[src/rtl/ups_pkg.sv]
package ups_pkg;

    typedef enum logic [1:0] {
        CTX_NONE = 2'b00,
        CTX_LTE  = 2'b01,
        CTX_2G   = 2'b10,
        CTX_RSVD = 2'b11
    } net_ctx_e;

    typedef enum logic [2:0] {
        ST_ALWAYS,
        ST_WINDOW,
        ST_SLEEP,
        ST_PAGE_WAIT,
        ST_WAKE
    } ps_state_e;

    typedef struct packed {
        logic port_on;
        logic active;
    } ps_out_t;

    function automatic int unsigned umax(input int unsigned a, input int unsigned b);
        return (a > b) ? a : b;
    endfunction

    function automatic logic ctx_paged(input logic [1:0] ctx);
        return ctx == CTX_2G;
    endfunction

    function automatic ps_out_t decode_state(input ps_state_e st);
        ps_out_t o;
        o.port_on = (st == ST_ALWAYS) || (st == ST_WINDOW);
        o.active  = o.port_on || (st == ST_WAKE);
        return o;
    endfunction

endpackage

[src/rtl/ups_tick_div.sv]
module ups_tick_div #(
    parameter int unsigned CLK_PER_MS = 250000
) (
    input  logic clk,
    input  logic rst,
    output logic tick
);
    localparam int unsigned DW = (CLK_PER_MS > 1) ? $clog2(CLK_PER_MS) : 1;
    localparam logic [DW-1:0] LAST = DW'(CLK_PER_MS - 1);

    logic [DW-1:0] div_q;

    always_ff @(posedge clk) begin
        if (rst)               div_q <= '0;
        else if (div_q == LAST) div_q <= '0;
        else                   div_q <= div_q + 1'b1;
    end

    assign tick = (div_q == LAST);

    generate
        if (CLK_PER_MS > 1) begin : g_gap

            tick_gap_chk: assert property (@(posedge clk) disable iff (rst)
                tick |=> !tick);
        end
    endgenerate

endmodule

[src/rtl/ups_duty_fsm.sv]
module ups_duty_fsm
    import ups_pkg::*;
#(
    parameter int unsigned ON_MS   = 20,
    parameter int unsigned OFF_MS  = 2500,
    parameter int unsigned GAP_MS  = 2000,
    parameter int unsigned WAKE_MS = 20,
    parameter int unsigned TMO_W   = 16,
    parameter int unsigned CNT_W   = 16
) (
    input  logic             clk,
    input  logic             rst,
    input  logic             tick,
    input  logic             cyclic,
    input  logic [1:0]       net_ctx,
    input  logic             paging,
    input  logic             rx_char,
    input  logic             hw_fc_en,
    input  logic             tx_pending,
    input  logic [TMO_W-1:0] idle_tmo,
    output logic             uart_en,
    output logic             active_req
);
    localparam logic [CNT_W-1:0] ON_LD   = CNT_W'(ON_MS);
    localparam logic [CNT_W-1:0] OFF_LD  = CNT_W'(OFF_MS);
    localparam logic [CNT_W-1:0] GAP_LD  = CNT_W'(GAP_MS);
    localparam logic [CNT_W-1:0] WAKE_LD = CNT_W'(WAKE_MS);

    ps_state_e        st_q, st_d;
    logic [CNT_W-1:0] cnt_q, cnt_d;
    logic [CNT_W-1:0] win_ld, sleep_ld;
    logic             wake_ok;
    ps_out_t          outs;

    assign win_ld   = (idle_tmo == '0) ? ON_LD : CNT_W'(idle_tmo);
    assign sleep_ld = ctx_paged(net_ctx) ? GAP_LD : OFF_LD;
    assign wake_ok  = rx_char && !hw_fc_en;

    always_comb begin
        st_d  = st_q;
        cnt_d = cnt_q;
        if (!cyclic) begin
            st_d  = ST_ALWAYS;
            cnt_d = '0;
        end else begin
            case (st_q)
                ST_ALWAYS: begin
                    if (tick) begin
                        st_d  = ST_WINDOW;
                        cnt_d = ON_LD;
                    end
                end
                ST_WINDOW: begin
                    if (rx_char) begin
                        cnt_d = win_ld;
                    end else if (tick) begin
                        if (cnt_q > 1)
                            cnt_d = cnt_q - 1'b1;
                        else if (!tx_pending) begin
                            st_d  = ST_SLEEP;
                            cnt_d = sleep_ld;
                        end
                    end
                end
                ST_SLEEP: begin
                    if (tx_pending) begin
                        st_d  = ST_WINDOW;
                        cnt_d = ON_LD;
                    end else if (wake_ok) begin
                        st_d  = ST_WAKE;
                        cnt_d = WAKE_LD;
                    end else if (tick) begin
                        if (cnt_q > 1)
                            cnt_d = cnt_q - 1'b1;
                        else if (ctx_paged(net_ctx)) begin
                            st_d  = ST_PAGE_WAIT;
                            cnt_d = '0;
                        end else begin
                            st_d  = ST_WINDOW;
                            cnt_d = ON_LD;
                        end
                    end
                end
                ST_PAGE_WAIT: begin
                    if (tx_pending || paging) begin
                        st_d  = ST_WINDOW;
                        cnt_d = ON_LD;
                    end else if (wake_ok) begin
                        st_d  = ST_WAKE;
                        cnt_d = WAKE_LD;
                    end
                end
                ST_WAKE: begin
                    if (tick) begin
                        if (cnt_q > 1)
                            cnt_d = cnt_q - 1'b1;
                        else begin
                            st_d  = ST_WINDOW;
                            cnt_d = win_ld;
                        end
                    end
                end
                default: begin
                    st_d  = ST_ALWAYS;
                    cnt_d = '0;
                end
            endcase
        end
    end

    always_ff @(posedge clk) begin
        if (rst) begin
            st_q  <= ST_ALWAYS;
            cnt_q <= '0;
        end else begin
            st_q  <= st_d;
            cnt_q <= cnt_d;
        end
    end

    assign outs       = decode_state(st_q);
    assign uart_en    = outs.port_on;
    assign active_req = outs.active;


    mode_on_chk: assert property (@(posedge clk) disable iff (rst)
        !cyclic |=> (uart_en && active_req));


    pend_hold_chk: assert property (@(posedge clk) disable iff (rst)
        $fell(uart_en) |-> !$past(tx_pending));


    page_align_chk: assert property (@(posedge clk) disable iff (rst)
        ($rose(uart_en) && $past(st_q == ST_PAGE_WAIT) && $past(cyclic))
            |-> $past(paging || tx_pending));


    fc_ignore_chk: assert property (@(posedge clk) disable iff (rst)
        (st_q == ST_SLEEP && cyclic && hw_fc_en && rx_char && !tx_pending && !tick)
            |=> (st_q == ST_SLEEP && !active_req));


    cnt_live_chk: assert property (@(posedge clk) disable iff (rst)
        (st_q == ST_WINDOW || st_q == ST_SLEEP || st_q == ST_WAKE) |-> (cnt_q != '0));

endmodule

[src/rtl/ups_flow_gate.sv]
module ups_flow_gate (
    input  logic clk,
    input  logic rst,
    input  logic uart_en,
    input  logic hw_fc_en,
    input  logic rts_on,
    output logic cts_on,
    output logic tx_release
);
    logic host_ready;

    assign host_ready = !hw_fc_en || rts_on;
    assign cts_on     = uart_en;
    assign tx_release = uart_en && host_ready;


    rel_host_chk: assert property (@(posedge clk) disable iff (rst)
        (tx_release && hw_fc_en) |-> rts_on);

endmodule

[src/rtl/ups_ctrl.sv]
module ups_ctrl
    import ups_pkg::*;
#(
    parameter int unsigned CLK_PER_MS = 250000,
    parameter int unsigned ON_MS      = 20,
    parameter int unsigned OFF_MS     = 2500,
    parameter int unsigned GAP_MS     = 2000,
    parameter int unsigned WAKE_MS    = 20,
    parameter int unsigned TMO_W      = 16
) (
    input  logic             clk,
    input  logic             rst,
    input  logic             cyclic_mode_i,
    input  logic [1:0]       net_ctx_i,
    input  logic             paging_strobe_i,
    input  logic             rx_char_i,
    input  logic             hw_fc_en_i,
    input  logic             rts_on_i,
    input  logic             tx_pending_i,
    input  logic [TMO_W-1:0] idle_tmo_ms_i,
    output logic             uart_en_o,
    output logic             cts_on_o,
    output logic             active_req_o,
    output logic             tx_release_o
);
    localparam int unsigned MAX_MS = umax(umax(umax(ON_MS, OFF_MS), umax(GAP_MS, WAKE_MS)),
                                          (2 ** TMO_W) - 1);
    localparam int unsigned CNT_W  = $clog2(MAX_MS + 1);

    logic ms_tick;

    ups_tick_div #(
        .CLK_PER_MS(CLK_PER_MS)
    ) u_div (
        .clk (clk),
        .rst (rst),
        .tick(ms_tick)
    );

    ups_duty_fsm #(
        .ON_MS  (ON_MS),
        .OFF_MS (OFF_MS),
        .GAP_MS (GAP_MS),
        .WAKE_MS(WAKE_MS),
        .TMO_W  (TMO_W),
        .CNT_W  (CNT_W)
    ) u_fsm (
        .clk       (clk),
        .rst       (rst),
        .tick      (ms_tick),
        .cyclic    (cyclic_mode_i),
        .net_ctx   (net_ctx_i),
        .paging    (paging_strobe_i),
        .rx_char   (rx_char_i),
        .hw_fc_en  (hw_fc_en_i),
        .tx_pending(tx_pending_i),
        .idle_tmo  (idle_tmo_ms_i),
        .uart_en   (uart_en_o),
        .active_req(active_req_o)
    );

    ups_flow_gate u_gate (
        .clk       (clk),
        .rst       (rst),
        .uart_en   (uart_en_o),
        .hw_fc_en  (hw_fc_en_i),
        .rts_on    (rts_on_i),
        .cts_on    (cts_on_o),
        .tx_release(tx_release_o)
    );


    cts_track_chk: assert property (@(posedge clk) disable iff (rst)
        cts_on_o == uart_en_o);


    rel_port_chk: assert property (@(posedge clk) disable iff (rst)
        tx_release_o |-> uart_en_o);

endmodule

[config.mk]
export PLATFORM = sky130hd
export DESIGN_NAME = ups_ctrl
export DESIGN_NICKNAME = d
export VERILOG_FILES = /design/src/rtl/ups_pkg.sv /design/src/rtl/ups_tick_div.sv /design/src/rtl/ups_duty_fsm.sv /design/src/rtl/ups_flow_gate.sv /design/src/rtl/ups_ctrl.sv
export SDC_FILE = /design/constraint.sdc
export NUM_CORES = 1
export LEC_CHECK = 0
export ABC_CLOCK_PERIOD_IN_PS = 2500
export CAP_MARGIN = 5
export CORE_ASPECT_RATIO = 1.1
export CORE_MARGIN = 1
export CORE_UTILIZATION = 42
export CTS_BUF_LIST = sky130_fd_sc_hd__clkbuf_2 sky130_fd_sc_hd__clkbuf_4 sky130_fd_sc_hd__clkbuf_8
export DETAILED_ROUTE_END_ITERATION = 8
export MAX_ROUTING_LAYER = met4
export PLACE_DENSITY_LB_ADDON = 0.3
export REMOVE_ABC_BUFFERS = 1
export SYNTH_ARGS = -nofsm -noshare
export SYNTH_HDL_FRONTEND = slang
export SYNTH_SLANG_ARGS = --single-unit
[constraint.sdc]
create_clock -name clk -period 2.5 [get_ports clk]
set_input_delay 0.625 -clock clk [delete_from_list [all_inputs] [get_ports clk]]
set_output_delay 0.625 -clock clk [all_outputs]
set_load 0.05 [all_outputs]
==> summary.txt <==
Floorplanning
  • FP Rows: 28
  • Die Width: 74.2 µm
  • Core ar.: 5470 µm²
  • Initial core utilization: 0.440
  • Die Height: 81.4 µm
  • Die area: 6040 µm²
  • I/O Pins: 30

Power and ir drop
  • Lkg Pwr: 1.23 nW
  • Reg power frac: 0.446
  • Peak supply drop: 403 µV
  • Sw Pwr: 279 µW
  • Pint: 1.05 mW
  • Sw Share: 0.209
  • Power after layout: 1.33 mW
  • Comb pwr share: 0.079
  • Clock share of power: 0.474
  • PD cells: 426 nW/µm²

STA
  • Setup violators final: 0
  • Max-slew violation count: 0
  • Tightest Pin Transition: 0.724 ns
  • RSZ-0062 raised after global routing: no
  • Final worst path period share: 0.966
  • Clk_skew: 0.00395 ns
  • Worst Hold Slack: 0.438 ns
  • Final setup margin: 0.0842 ns
  • Max Fclk: 414 MHz
  • Crit path time final: 2.42 ns
  • Fin. Hold Viols: 0
  • Slew Limit Headroom: 0.518

Placed design
  • Placement Setup Slack: -0.524 ns
  • Port bufs: 29
  • RD Place Congestion: 0.865
  • Post-DP HPWL: 4700 µm

Synthesis
  • Area leader, netlist: dfxtp_1
  • Post-Synthesis Cell Area: 2410 µm²
  • Post-synth cell types: 52
  • Synth Area per Inst: 7.99 µm²
  • Yosys reg bits: 37
  • Ys flop type: dfxtp_1
  • Seq/Total Area, Yosys: 0.308
  • Asr flop ratio synth: 0
  • Synth Instances: 301
  • Area contributors post-synth: dfxtp_1 31%, nor2_1 5.5%, xor2_1 5.5%
  • Area fraction of the dominant cell type after synthesis: 0.308
  • Yosys warnings: 0
  • EDFF count, synth: 0

GRT
  • Global route overflow: 0
  • Largest net degree at the start of global routing: 18
  • GR Util All Layers: 0.233
  • Antenna violations before repair: 0
  • First-pass GRT wire length: 10600 µm
  • Vias in the first global route: 2314

Layout
  • Utilization after layout: 0.572
  • Fin nets: 384
  • Fillers: 532
  • Syn-to-layout area delta: 30.0%
  • Share of layout cells above drive strength 1: 0.146
  • Ant diodes: 0

Drt
  • Final ANT Viol Nets: 0
  • DR WL/cell: 14.5 µm
  • Initial drt markers: 133
  • Number of remaining DRC errors: 0
  • Final WL: 6260 µm
  • DRT Pass-1 Iters: 4
  • Vias per Instance: 5.73
  • Vias: 2469

Clock tree
  • # H-tree levels: 2
  • Total CTS buffers: 5
  • Clock transition at the registers of the reported paths: 0.08 ns
  • Worst-Skew Late Latency: 0.29 ns
  • CTS Hold Bufs: 0
  • Clock Sink Count: 37
  • CTS Buffer Depth: 2
  • Number of setup buffers added after CTS: 0
  • TritonCTS clock tree: done
  • Clock Tree Root: clkbuf_8

Run
  • MaxCap Viol Count: 0

Critical path
  • Critical Path AT: 1.79 ns
  • Required @ worst endpoint: 1.88 ns
  • Worst-path fanout max: 11
  • Crit Path Class: reg -> out
  • CP endpoint kind: output port
  • CP Launch Type: flop

Outcome
  • Result of the run: completed

Hold path
  • Worst min-delay path category: reg -> reg
## synthesized netlist by cell type, types with 7 or more instances
cell,n
nor2b_1,7
dfxtp_1,37
clkbuf_1,7
nand2b_1,7
or3_1,8
and3_1,7
nor3_1,13
xor2_1,15
nand3_1,14
a22o_1,13
nor2_1,35
o21ai_0,13
inv_1,7
nand2_1,16
nor4_1,9
xnor2_1,11
a21oi_1,10
o2bb2ai_1,9
## cell type report
type / count / area, µm² / area share
clock buffer: 5 / 68.8 / 0.0220
clock inverter: 3 / 68.8 / 0.0220
inverter: 7 / 26.3 / 0.00840
multi-input combinational: 244 / 1590 / 0.509
sequential: 37 / 741 / 0.237
tap: 75 / 93.8 / 0.0300
timing repair buffer: 60 / 536 / 0.171
## layer usage
layer  wire [µm]  vias to the layer above  part of all wire  track usage
met4          67                        0             0.011       0.0635
met5           0                        -                 0            -
met3         345                        8             0.055       0.0434
li1            -                     1230                 -            -
met1        2870                     1152              0.46        0.283
met2        2980                       79              0.48        0.390
## power by group through the flow
stage | Sequential (mW) | Clock [mW] | Combinational, mW
floorplan | 0.609 | 0 | 0.0279
global placement | 0.609 | 0 | 0.105
detailed placement | 0.609 | 0 | 0.104
CTS | 0.595 | 0.651 | 0.106
global route | 0.596 | 0.676 | 0.115
finish | 0.595 | 0.632 | 0.106
## logic make-up (layout without fill, tap and decap cells)
logic type / after synthesis / in the layout / synth area share
simple gates: 140 / 140 / 0.314
flops: 37 / 37 / 0.308
fa+ha+maj: 3 / 3 / 0.0156
buf+inv: 20 / 75 / 0.0354
xor+xnor: 26 / 26 / 0.0946
compound gates: 73 / 73 / 0.224
mux: 2 / 2 / 0.00832
## through the flow
stage                     TNS, ns  cell area [µm²]  std cells
after floorplan             -1.09             2350        288
after global placement      -7.35             2970        423
after detailed placement    -7.65             2970        423
after CTS                       0             3120        431
after global routing            0             3130        431
final                           0             3130        431
## state kept, by name, summed over array words and instances, names as in the netlist
name and cells:
u_div.div_q 18, u_fsm.cnt_q 16, u_fsm.st_q 3
## path summary, 6_finish.rpt
kind,to,slack [ns],cells after the start,startpoint
hold / removal,u_div.div_q[0],0.44,1,u_div.div_q[0]
hold reg to reg,u_div.div_q[0],0.44,1,u_div.div_q[0]
setup / recovery,cts_on_o,0.08,3,u_fsm.st_q[2]
setup reg to reg,u_fsm.cnt_q[9],0.15,6,u_fsm.cnt_q[3]
## worst max-delay path, cell delays in order (launching register included)
cell             delay, ns
dfxtp_1               0.34
buf_4                 0.18
nor2_1                0.15
clkdlybuf4s50_1       0.83
## cells in the final DEF (no fill, tap or decap), types with 6 or more instances in the layout
cell             netlist  final
nand2b_1               7      7
nand4_1                6      6
nor2b_1                7      7
dfxtp_1               37     37
and3_1                 7      6
clkdlybuf4s50_1        0     27
o2bb2ai_1              9      9
a21oi_1               10     10
a22o_1                13     13
inv_1                  7      7
xor2_1                15     15
nor2_1                35     34
or3_1                  8      8
nand3_1               14     14
buf_4                  1     31
xnor2_1               11     11
nor4_1                 9      9
nand2_1               16     16
nor3_1                13     13
o21ai_0               13     13
## repair_timing
action / 4_1_cts / 5_1_grt
resized for setup: 2 / 3
endpoints found under the setup margin: 15 / 17
hold endpoints to repair: 0 / 0
Power figures use the tool's default switching activity.
